`src/rtl/bmu_pkg.sv`:
```
package bmu_pkg;
    localparam int OP_W = 4;

    localparam logic [OP_W-1:0] OP_SETB  = 4'd0;
    localparam logic [OP_W-1:0] OP_CLRB  = 4'd1;
    localparam logic [OP_W-1:0] OP_BRCLR = 4'd2;
    localparam logic [OP_W-1:0] OP_BRSET = 4'd3;
    localparam logic [OP_W-1:0] OP_BRA   = 4'd4;
    localparam logic [OP_W-1:0] OP_ROR4  = 4'd5;
    localparam logic [OP_W-1:0] OP_CPL   = 4'd6;
    localparam logic [OP_W-1:0] OP_TSTZ  = 4'd7;
    localparam logic [OP_W-1:0] OP_LDIM  = 4'd8;
    localparam logic [OP_W-1:0] OP_INC   = 4'd9;
    localparam logic [OP_W-1:0] OP_DEC   = 4'd10;

    typedef enum logic [1:0] {
        ST_IDLE   = 2'd0,
        ST_EXEC   = 2'd1,
        ST_RETIRE = 2'd2
    } bmu_state_e;
endpackage

```
`src/rtl/bmu_bitops.sv`:
```
module bmu_bitops #(
    parameter int DATA_W = 8,
    localparam int IDX_W = $clog2(DATA_W)
) (
    input  logic [DATA_W-1:0] opnd,
    input  logic [IDX_W-1:0]  idx,
    output logic [DATA_W-1:0] set_v,
    output logic [DATA_W-1:0] clr_v,
    output logic              bit_v
);
    // One mask bit per lane, decoded from the index.
    for (genvar g = 0; g < DATA_W; g++) begin : g_lane
        logic hit;
        assign hit      = (idx == IDX_W'(g));
        assign set_v[g] = opnd[g] | hit;
        assign clr_v[g] = opnd[g] & ~hit;
    end

    assign bit_v = opnd[idx];
endmodule

```
`src/rtl/bmu_alu.sv`:
```
module bmu_alu #(
    parameter int DATA_W = 8,
    localparam int HALF = DATA_W / 2
) (
    input  logic [DATA_W-1:0] opnd,
    output logic [DATA_W-1:0] rot_v,
    output logic [DATA_W-1:0] cpl_v,
    output logic [DATA_W-1:0] inc_v,
    output logic [DATA_W-1:0] dec_v
);
    assign rot_v = {opnd[HALF-1:0], opnd[DATA_W-1:HALF]};
    assign cpl_v = ~opnd;
    assign inc_v = opnd + DATA_W'(1);
    assign dec_v = opnd - DATA_W'(1);
endmodule

```
`src/rtl/bmu_branch.sv`:
```
module bmu_branch #(
    parameter int ADDR_W = 16,
    parameter int OFF_W  = 8
) (
    input  logic [ADDR_W-1:0] pc_next,
    input  logic [OFF_W-1:0]  off,
    input  logic              take,
    output logic [ADDR_W-1:0] target
);
    logic [ADDR_W-1:0] off_ext;

    if (ADDR_W > OFF_W) begin : g_extend
        assign off_ext = {{(ADDR_W-OFF_W){off[OFF_W-1]}}, off};
    end else begin : g_trunc
        assign off_ext = off[ADDR_W-1:0];
    end

    assign target = take ? (pc_next + off_ext) : pc_next;
endmodule

```
`src/rtl/bmu_core.sv`:
```
module bmu_core
    import bmu_pkg::*;
#(
    parameter int DATA_W = 8,
    parameter int ADDR_W = 16,
    parameter int OFF_W  = 8,
    localparam int IDX_W = $clog2(DATA_W)
) (
    input  logic              clk,
    input  logic              rst_n,
    input  logic              op_valid,
    input  logic [OP_W-1:0]   op_code,
    input  logic [IDX_W-1:0]  bit_sel,
    input  logic              use_mem,
    input  logic [DATA_W-1:0] acc_in,
    input  logic [DATA_W-1:0] mem_in,
    input  logic [DATA_W-1:0] imm_in,
    input  logic [ADDR_W-1:0] pc_next,
    input  logic [OFF_W-1:0]  br_off,
    input  logic              n_in,
    input  logic              z_in,
    output logic              busy,
    output logic              done,
    output logic [DATA_W-1:0] result,
    output logic              acc_we,
    output logic              mem_we,
    output logic              n_out,
    output logic              z_out,
    output logic [ADDR_W-1:0] next_pc
);
    bmu_state_e state_q, state_d;

    // Captured request
    logic [OP_W-1:0]   op_q;
    logic [IDX_W-1:0]  idx_q;
    logic              sel_q;
    logic [DATA_W-1:0] acc_q, mem_q, imm_q;
    logic [ADDR_W-1:0] pc_q;
    logic [OFF_W-1:0]  off_q;
    logic              n_q, z_q;

    // Registered outcome
    logic [DATA_W-1:0] res_q;
    logic              awe_q, mwe_q, nout_q, zout_q;
    logic [ADDR_W-1:0] npc_q;

    // Execution datapath
    logic [DATA_W-1:0] opnd_c, set_c, clr_c, rot_c, cpl_c, inc_c, dec_c;
    logic [DATA_W-1:0] res_c, flag_src;
    logic              bit_c, take_c, awe_c, mwe_c, fupd_c;
    logic [ADDR_W-1:0] npc_c;

    assign opnd_c = sel_q ? mem_q : acc_q;

    bmu_bitops #(.DATA_W(DATA_W)) u_bitops (
        .opnd (opnd_c),
        .idx  (idx_q),
        .set_v(set_c),
        .clr_v(clr_c),
        .bit_v(bit_c)
    );

    bmu_alu #(.DATA_W(DATA_W)) u_alu_mem (
        .opnd (mem_q),
        .rot_v(rot_c),
        .cpl_v(cpl_c),
        .inc_v(),
        .dec_v()
    );

    bmu_alu #(.DATA_W(DATA_W)) u_alu_sel (
        .opnd (opnd_c),
        .rot_v(),
        .cpl_v(),
        .inc_v(inc_c),
        .dec_v(dec_c)
    );

    bmu_branch #(.ADDR_W(ADDR_W), .OFF_W(OFF_W)) u_branch (
        .pc_next(pc_q),
        .off    (off_q),
        .take   (take_c),
        .target (npc_c)
    );

    always_comb begin
        res_c    = opnd_c;
        awe_c    = 1'b0;
        mwe_c    = 1'b0;
        take_c   = 1'b0;
        fupd_c   = 1'b0;
        flag_src = opnd_c;
        case (op_q)
            OP_SETB: begin
                res_c = set_c;
                awe_c = ~sel_q;
                mwe_c = sel_q;
            end
            OP_CLRB: begin
                res_c = clr_c;
                awe_c = ~sel_q;
                mwe_c = sel_q;
            end
            OP_BRCLR: take_c = ~bit_c;
            OP_BRSET: take_c = bit_c;
            OP_BRA:   take_c = 1'b1;
            OP_ROR4: begin
                res_c = rot_c;
                mwe_c = 1'b1;
            end
            OP_CPL: begin
                res_c    = cpl_c;
                mwe_c    = 1'b1;
                fupd_c   = 1'b1;
                flag_src = cpl_c;
            end
            OP_TSTZ: begin
                res_c    = mem_q;
                fupd_c   = 1'b1;
                flag_src = mem_q;
            end
            OP_LDIM: begin
                res_c = imm_q;
                mwe_c = 1'b1;
            end
            OP_INC: begin
                res_c    = inc_c;
                awe_c    = ~sel_q;
                mwe_c    = sel_q;
                fupd_c   = 1'b1;
                flag_src = inc_c;
            end
            OP_DEC: begin
                res_c    = dec_c;
                awe_c    = ~sel_q;
                mwe_c    = sel_q;
                fupd_c   = 1'b1;
                flag_src = dec_c;
            end
            default: ;
        endcase
    end

    // State register
    always_ff @(posedge clk or negedge rst_n) begin
        if (!rst_n) state_q <= ST_IDLE;
        else        state_q <= state_d;
    end

    always_comb begin
        unique case (state_q)
            ST_IDLE:   state_d = op_valid ? ST_EXEC : ST_IDLE;
            ST_EXEC:   state_d = ST_RETIRE;
            ST_RETIRE: state_d = ST_IDLE;
            default:   state_d = ST_IDLE;
        endcase
    end

    // Request capture on the accept transition
    always_ff @(posedge clk or negedge rst_n) begin
        if (!rst_n) begin
            op_q  <= '0;
            idx_q <= '0;
            sel_q <= 1'b0;
            acc_q <= '0;
            mem_q <= '0;
            imm_q <= '0;
            pc_q  <= '0;
            off_q <= '0;
            n_q   <= 1'b0;
            z_q   <= 1'b0;
        end else if (state_q == ST_IDLE && op_valid) begin
            op_q  <= op_code;
            idx_q <= bit_sel;
            sel_q <= use_mem;
            acc_q <= acc_in;
            mem_q <= mem_in;
            imm_q <= imm_in;
            pc_q  <= pc_next;
            off_q <= br_off;
            n_q   <= n_in;
            z_q   <= z_in;
        end
    end

    // Output registers, loaded on the compute transition
    always_ff @(posedge clk or negedge rst_n) begin
        if (!rst_n) begin
            res_q  <= '0;
            awe_q  <= 1'b0;
            mwe_q  <= 1'b0;
            nout_q <= 1'b0;
            zout_q <= 1'b0;
            npc_q  <= '0;
        end else if (state_q == ST_EXEC) begin
            res_q  <= res_c;
            awe_q  <= awe_c;
            mwe_q  <= mwe_c;
            nout_q <= fupd_c ? flag_src[DATA_W-1] : n_q;
            zout_q <= fupd_c ? (flag_src == '0) : z_q;
            npc_q  <= npc_c;
        end
    end

    assign busy    = (state_q != ST_IDLE);
    assign done    = (state_q == ST_RETIRE);
    assign result  = res_q;
    assign acc_we  = done & awe_q;
    assign mem_we  = done & mwe_q;
    assign n_out   = nout_q;
    assign z_out   = zout_q;
    assign next_pc = npc_q;

    // compute always leads to a single-cycle done pulse
    assert_exec_to_done_R2: assert property (@(posedge clk) disable iff (!rst_n)
        (state_q == ST_EXEC) |=> done);
    assert_done_single_R2: assert property (@(posedge clk) disable iff (!rst_n)
        done |=> !done);
    assert_write_only_in_done_R2: assert property (@(posedge clk) disable iff (!rst_n)
        (acc_we || mem_we) |-> done);
    // branch codes never write
    assert_branch_nowrite_R5: assert property (@(posedge clk) disable iff (!rst_n)
        (done && (op_q == OP_BRCLR || op_q == OP_BRSET || op_q == OP_BRA))
        |-> (!acc_we && !mem_we));
    // nibble swap relates captured byte to output
    assert_ror_swap_R7: assert property (@(posedge clk) disable iff (!rst_n)
        (done && op_q == OP_ROR4)
        |-> (result == {mem_q[3:0], mem_q[DATA_W-1:4]} && n_out == n_q && z_out == z_q));
    // test performs no write
    assert_test_nowrite_R9: assert property (@(posedge clk) disable iff (!rst_n)
        (done && op_q == OP_TSTZ) |-> (!acc_we && !mem_we));
    // unused codes fall through
    assert_unused_fallthrough_R12: assert property (@(posedge clk) disable iff (!rst_n)
        (done && op_q > OP_DEC)
        |-> (!acc_we && !mem_we && next_pc == pc_q && n_out == n_q && z_out == z_q));
endmodule

```
`config.mk`:
```
export PLATFORM = sky130hd
export DESIGN_NAME = bmu_core
export DESIGN_NICKNAME = d
export VERILOG_FILES = /design/src/rtl/bmu_pkg.sv /design/src/rtl/bmu_bitops.sv /design/src/rtl/bmu_alu.sv /design/src/rtl/bmu_branch.sv /design/src/rtl/bmu_core.sv
export SDC_FILE = /design/constraint.sdc
export NUM_CORES = 1
export LEC_CHECK = 0
export ABC_CLOCK_PERIOD_IN_PS = 2660
export BUFFER_PORTS_ARGS = -buffer_cell sky130_fd_sc_hd__buf_4
export CORE_MARGIN = 2
export CORE_UTILIZATION = 52
export DETAILED_ROUTE_END_ITERATION = 10
export HOLD_SLACK_MARGIN = 0.12
export PLACE_DENSITY = 0.82
export SYNTH_ARGS = -nofsm -noshare
export SYNTH_HDL_FRONTEND = slang
export SYNTH_SLANG_ARGS = --single-unit
export TNS_END_PERCENT = 20
```
`constraint.sdc`:
```
create_clock -name clk -period 2.66 [get_ports clk]
set_clock_uncertainty 0.2 [all_clocks]
set_input_delay 0.399 -clock clk [delete_from_list [all_inputs] [get_ports clk]]
set_output_delay 0.399 -clock clk [all_outputs]
set_load 0.01 [all_outputs]
```
Word-level counts from Yosys, hierarchy flattened --
Cells that the tools add are included.
Cells by class: add/sub/neg operators 3, $mul 0, divide/modulo/power cells 0, magnitude comparators 1, equality and inequality tests 19, shifts and indexed selects 0, multiplexer cells 14, bitwise gates (word level) 29, reductions and logical operators 9
Operators by type and width (count):
- $pmux W8 S8 | 1
- $pmux W8 S4 | 1
- $add A16 B16 Y16 | 1
- $eq A4 B3 Y1 const B | 4
- $mux W16 | 1
- $eq A3 B3 Y1 const B | 4
- $eq A4 B4 Y1 const B | 3
- $and A1 B1 Y1 | 10
- $not A1 Y1 | 10
- $add A8 B1 Y8 const B | 1
- $eq A4 B2 Y1 const B | 2
- $logic_not A8 Y1 | 1
- $mux W8 | 1
- $not A8 Y8 | 1
- $or A1 B1 Y1 | 8
- $reduce_or A4 Y1 | 2
- $sub A8 B1 Y8 const B | 1
- $eq A3 B2 Y1 const B | 2
- $mux W1 | 6
- $eq A4 B1 Y1 const B | 1
- $logic_not A4 Y1 | 1
- $lt A3 B4 Y1 const B | 1
- $pmux W2 S2 | 1
- $bmux W1 S3 | 1
- 10 further kinds | 10
Storage, ports and cells: flip-flop bits (word level) 88, bits in latches 0, memory bits (writable) 0, ROM bits 0, input port bits 61, output and inout bits 30, logic and storage cells 92, memories kept 0

Longest topological paths before layout --
depth after elaboration 6, gate-level depth with buffers 12, mapped depth without buffers 10

Hierarchy --
From an unflattened synthesis, not the netlist that was laid out.
Unflattened totals: cells, all modules 640, area, all modules 6173.4 µm²
By module, submodules not included:
- bmu_core | instances 1, cells each 393, area an instance 4275.4 µm², seq. area each 2202.1 µm²
- bmu_branch | instances 1, cells each 115, area an instance 962.2 µm², seq. area each 0.0 µm²
- bmu_alu | instances 2, cells each 47, area an instance 336.6 µm², seq. area each 0.0 µm²
- bmu_bitops | instances 1, cells each 38, area an instance 262.8 µm², seq. area each 0.0 µm²

Worst setup path before layout --
No wires, ideal clock.
path type register -> register, start register sel_q, end register res_q[1] (netlist: result[1]), library setup time 64 ps, arrival time 2459 ps, required time 2396 ps, setup slack -63 ps, cell stages (with the launch flop) 11, path buffers 3, period minus slack after synthesis 2723 ps, cell sequence dfrtp_1 -> buf_2 -> buf_2 -> buf_2 -> mux2i_1 -> ha_1 -> or3b_2 -> a21oi_1 -> a21oi_1 -> a221oi_1 -> a21o_1
Between the ends: word-level cells in the longest chain between the ends 3, elaborated cells on any way between the ends 6, those cells by class 2 x add/sub; 2 x mux; 2 x bitwise
Ends and longest elaborated chain:
- start, declared | line bmu_core.sv:36 | logic sel_q;
- start signal, assigned | line bmu_core.sv:175 | sel_q <= use_mem;
- $mux W8 (*) | line bmu_core.sv:53 | assign opnd_c = sel_q ? mem_q : acc_q;
- $sub A8 B1 Y8 (tied with other cells) | line bmu_alu.sv:14 | assign dec_v = opnd - DATA_W'(1);
- $pmux W8 S8 (*) | line bmu_core.sv:93 | case (op_q)
- end signal, assigned | line bmu_core.sv:196 | res_q <= res_c;
- end, declared | line bmu_core.sv:43 | logic [DATA_W-1:0] res_q;
Every way passes the cells marked *; elsewhere a longest branch is shown, timed or not. A chain may end at the register's enable or synchronous reset.

Final worst setup path --
start register sel_q, end register npc_q[4] (netlist: next_pc[4])
Between the ends: word-level cells in the longest chain between the ends 6
Ends and longest elaborated chain:
- $mux W8 (*) | line bmu_core.sv:53
- $bmux W1 S3 (*) | line bmu_bitops.sv:19 | assign bit_v = opnd[idx];
- $mux W1 (implied by the code) (*) | line bmu_bitops.sv:19
- $not A1 Y1 | line bmu_core.sv:104 | OP_BRCLR: take_c = ~bit_c;
- $pmux W1 S3 (*) | line bmu_core.sv:93
- $mux W16 (*) | line bmu_branch.sv:18 | assign target = take ? (pc_next + off_ext) : pc_next;
- end signal, assigned | line bmu_core.sv:201 | npc_q <= npc_c;
- end, declared | line bmu_core.sv:45 | logic [ADDR_W-1:0] npc_q;
Every way passes the cells marked *; elsewhere a longest branch is shown, timed or not. The select of a mux whose other input is x is not followed.

==> impl_metrics.ini <==
[placed_design]
gp_congestion = 0.949
portBuffers = 90
pre_cts_ws_ns = -0.0367
hpwl_mm = 11.1
dpl_cell_area_sq_um = 6700

[job]
drv.max_cap_violation_count = 0

[clocking]
clock-sinks = 88
inserted_clock_buffers = 9
cts.reportedPaths.clkPinSlew_ns = 0.10
cts_tree = built
cts_max_level = 3
cts-root-buf = sky130_fd_sc_hd__clkbuf_8
clkLatencyLatePin_ns = 0.40
cts.path.max_buffers = 2

[global_routing]
grt_antenna_before_repair = 0
pin_count_of_the_biggest_net_entering_global_routing = 89
grt_pass1_vias = 5249
total_routing_resource_utilization_after_global_routing = 0.306
grt_pass1_wl_mm = 26.6
grt-ovfl-total = 0

[critical_path]
critical_path_arrival_ns = 2.76
r2r_cell_count = 7
crit_path_largest_cell_delay_ns = 0.54
rrSetupSlack_ns = -0.02
critical_path.reg2reg.endpoint = next_pc[4]$_DFFE_PN0P_
crit_path_max_fanout = 6
worstReg2RegStart = sel_q$_DFFE_PN0P_
critical-path-top-cell-by-count = sky130_fd_sc_hd__mux4_2
worstPathCellList = mux4_2 > mux4_2 > mux2i_4 > nand2_4 > buf_12 > mux2i_2 > o21ai_1
worst_path_class_setup = register to register
timing.critical_path.from_type = register
end_kind = register
cp_slowest_cell = sky130_fd_sc_hd__mux4_2
timing.critical_path.required_ns = 2.73

[pwr]
power_per_cell_area_nw_per_um2 = 916
power_leakage_nw = 3.36
irDropWorstVdd_mv = 0.706
finalPower_mw = 6.92

[sta]
slew-limit-headroom = 0.628
max_clock_freq_mhz = 373
final_period_minus_worst_setup_slack_ns = 2.68
rsz_0062_raised_after_global_routing = true
max_slew.worst_pin.slew_ns = 0.558
hold_violations = 0
timing.final.crit_share = 1.01
setup_viol = 1
finalWorstSetupSlack_ns = -0.0242
final_max_slew_viol_count = 0

[floorplanning]
core_area_sq_um = 10300
io_pins = 91
die_area_sq_um = 11300
floorplan.rows = 37
initial_core_utilization = 0.532
floorplan.die.width_um = 107
die_height_um = 107

[drt]
avgRoutedWirePerCell_um = 18.5
ant_nets = 0
detailroute.via_count = 5185
dr.pass1.iters = 7
detail_route.drc_violations = 0
vias_per_cell = 5.87
finalWirelength_mm = 16.3
drt_iter0_markers = 288

[worst_hold_path]
min_path_type = register to register
origin_of_the_worst_min_delay_path = result[7]$_DFFE_PN0P_
timing.hold.worst_endpoint = result[7]$_DFFE_PN0P_
worst_hold_depth = 1

[synthesis]
ys_seq_area_frac = 0.403
synth_seq_cells = 88
postSynthNetCount = 628
synth_warnings = 0
ranking_of_synthesized_cells_by_area = sky130_fd_sc_hd__dfrtp_1, sky130_fd_sc_hd__mux2_2, sky130_fd_sc_hd__ha_1
netlist_top_cells_count = sky130_fd_sc_hd__dfrtp_1, sky130_fd_sc_hd__mux2_2, sky130_fd_sc_hd__a21oi_1
post-synth-top-count-cell = sky130_fd_sc_hd__dfrtp_1
cell_taking_the_most_area_after_synthesis = sky130_fd_sc_hd__dfrtp_1
netlist_area_sq_um = 5460
synth-async-reset-ratio = 1.00
post_synth.cell_area_avg_sq_um = 9.95
syn_inst = 549
synth-edff-count = 0
yosysTopAreaCellShare = 0.403
synth.lib_cells_used.distinct = 64
yosys_most_used_dff = sky130_fd_sc_hd__dfrtp_1

[cells_and_area]
insertedDiodeCount = 0
num-nets-final = 821
drive_above_1_share = 0.333
final_design_area_no_fill_sq_um = 7560
syn2layout_area_growth_pct = 38.4

[run_status]
outcome = complete, but fails checks
failed_checks = setup timing
-- sequential cells by signal, indices dropped and copies added (netlist names), 2 cells and up --
name and cells:
result 8, acc_q 8, imm_q 8, op_q 4, off_q 8, pc_q 16, state_q 2, next_pc 16
mem_q 8, idx_q 3
-- per-layer routing --
layer	vias up	global-route usage	routed length, um
met5	-	0	0
met4	0	0.111	433
met3	33	0.0926	1170
met2	184	0.470	7570
met1	2562	0.410	7160
li1	2406	-	-
-- report_power, final --
group / switching (mW) / total [mW] / internal [mW]
clock network: 0.555 / 0.915 / 0.360
registers: 0.370 / 2.14 / 1.77
logic: 1.97 / 3.87 / 1.90
total: 2.90 / 6.92 / 4.03
-- cells by family after synthesis --
family,share of synthesized area
AND/OR/NAND/NOR,0.135
AO/OA/AOI/OAI,0.174
multiplexers,0.169
adder cells (fa/ha/maj),0.0444
XOR/XNOR,0.0401
buffers and inverters,0.0343
flip-flops,0.403
-- critical path: cells and delay by family, from the launching register on --
| family | cells | cell delay (ns) |
|---|---|---|
| and+or+nand+nor | 1 | 0.15 |
| buffers and inverters | 1 | 0.13 |
| DFF | 1 | 0.46 |
| muxes | 4 | 1.52 |
| AOI/OAI and AO/OA | 1 | 0.09 |
-- cell type report --
type,count,area (sq um)
Multi-Input combinational cell,415,3160
Fill cell,743,2710
Sequential cell,88,2200
Timing Repair Buffer,212,1780
Tap cell,136,170
Clock buffer,9,124
Clock inverter,7,61.3
Inverter,16,60.1
-- what timing repair did --
action                                 4_1_cts  5_1_grt
gates cloned                                 1        0
pin swaps                                    2        5
endpoints found under the hold margin      146        0
resized for setup                            3       17
setup endpoints to repair                   14       23
setup buffers                                0        1
hold buffers                                59        0
-- worst max path at each step --
stage / from / to / slack [ns] / cells past startpoint
detailed placement: pc_q[1]$_DFFE_PN0P_ / next_pc[15]$_DFFE_PN0P_ / -0.04 / 8
floorplan: sel_q$_DFFE_PN0P_ / next_pc[12]$_DFFE_PN0P_ / 0.03 / 7
global route: pc_q[0]$_DFFE_PN0P_ / next_pc[14]$_DFFE_PN0P_ / -0.11 / 10
CTS: sel_q$_DFFE_PN0P_ / next_pc[1]$_DFFE_PN0P_ / 0.006 / 7
finish: sel_q$_DFFE_PN0P_ / next_pc[4]$_DFFE_PN0P_ / -0.02 / 7
global placement: pc_q[1]$_DFFE_PN0P_ / next_pc[15]$_DFFE_PN0P_ / -0.005 / 8
-- cells in the final DEF, fill, tap and decap left out, drive strengths merged, types with 3 or more instances in the layout --
master,Yosys,final
inv,15,20
nor3,11,11
a2bb2oi,3,3
dlygate4sd3,0,59
o21ai,34,34
nor3b,4,4
nand4,4,4
o22ai,3,3
and3,6,6
a221oi,7,7
xnor2,15,15
clkbuf,25,9
a21o,10,10
a32oi,3,3
nand2b,7,7
mux2i,18,18
nand3,13,13
nand2,40,41
ha,17,17
mux2,55,55
a21oi,41,41
o221ai,7,7
mux4,5,5
o31ai,5,5
o21bai,3,3
buf,6,153
dfrtp,88,88
nor2b,16,16
and2,5,5
a31oi,6,6
o211ai,4,4
or3,3,3
xor2,10,10
nor2,29,29
a21boi,3,3
-- through the flow --
stage | hold WS [ns] | util | instances | TNS (ns)
floorplan | -0.0966 | - | 549 | 0
finish | 0.286 | 0.736 | 883 | -0.0242
global placement | 0.262 | 0.652 | 806 | -0.00516
detailed placement | 0.269 | 0.652 | 806 | -0.124
global route | 0.321 | 0.736 | 883 | -0.928
CTS | 0.290 | 0.729 | 882 | 0
Note: power is estimated with default switching activity, not from simulation.
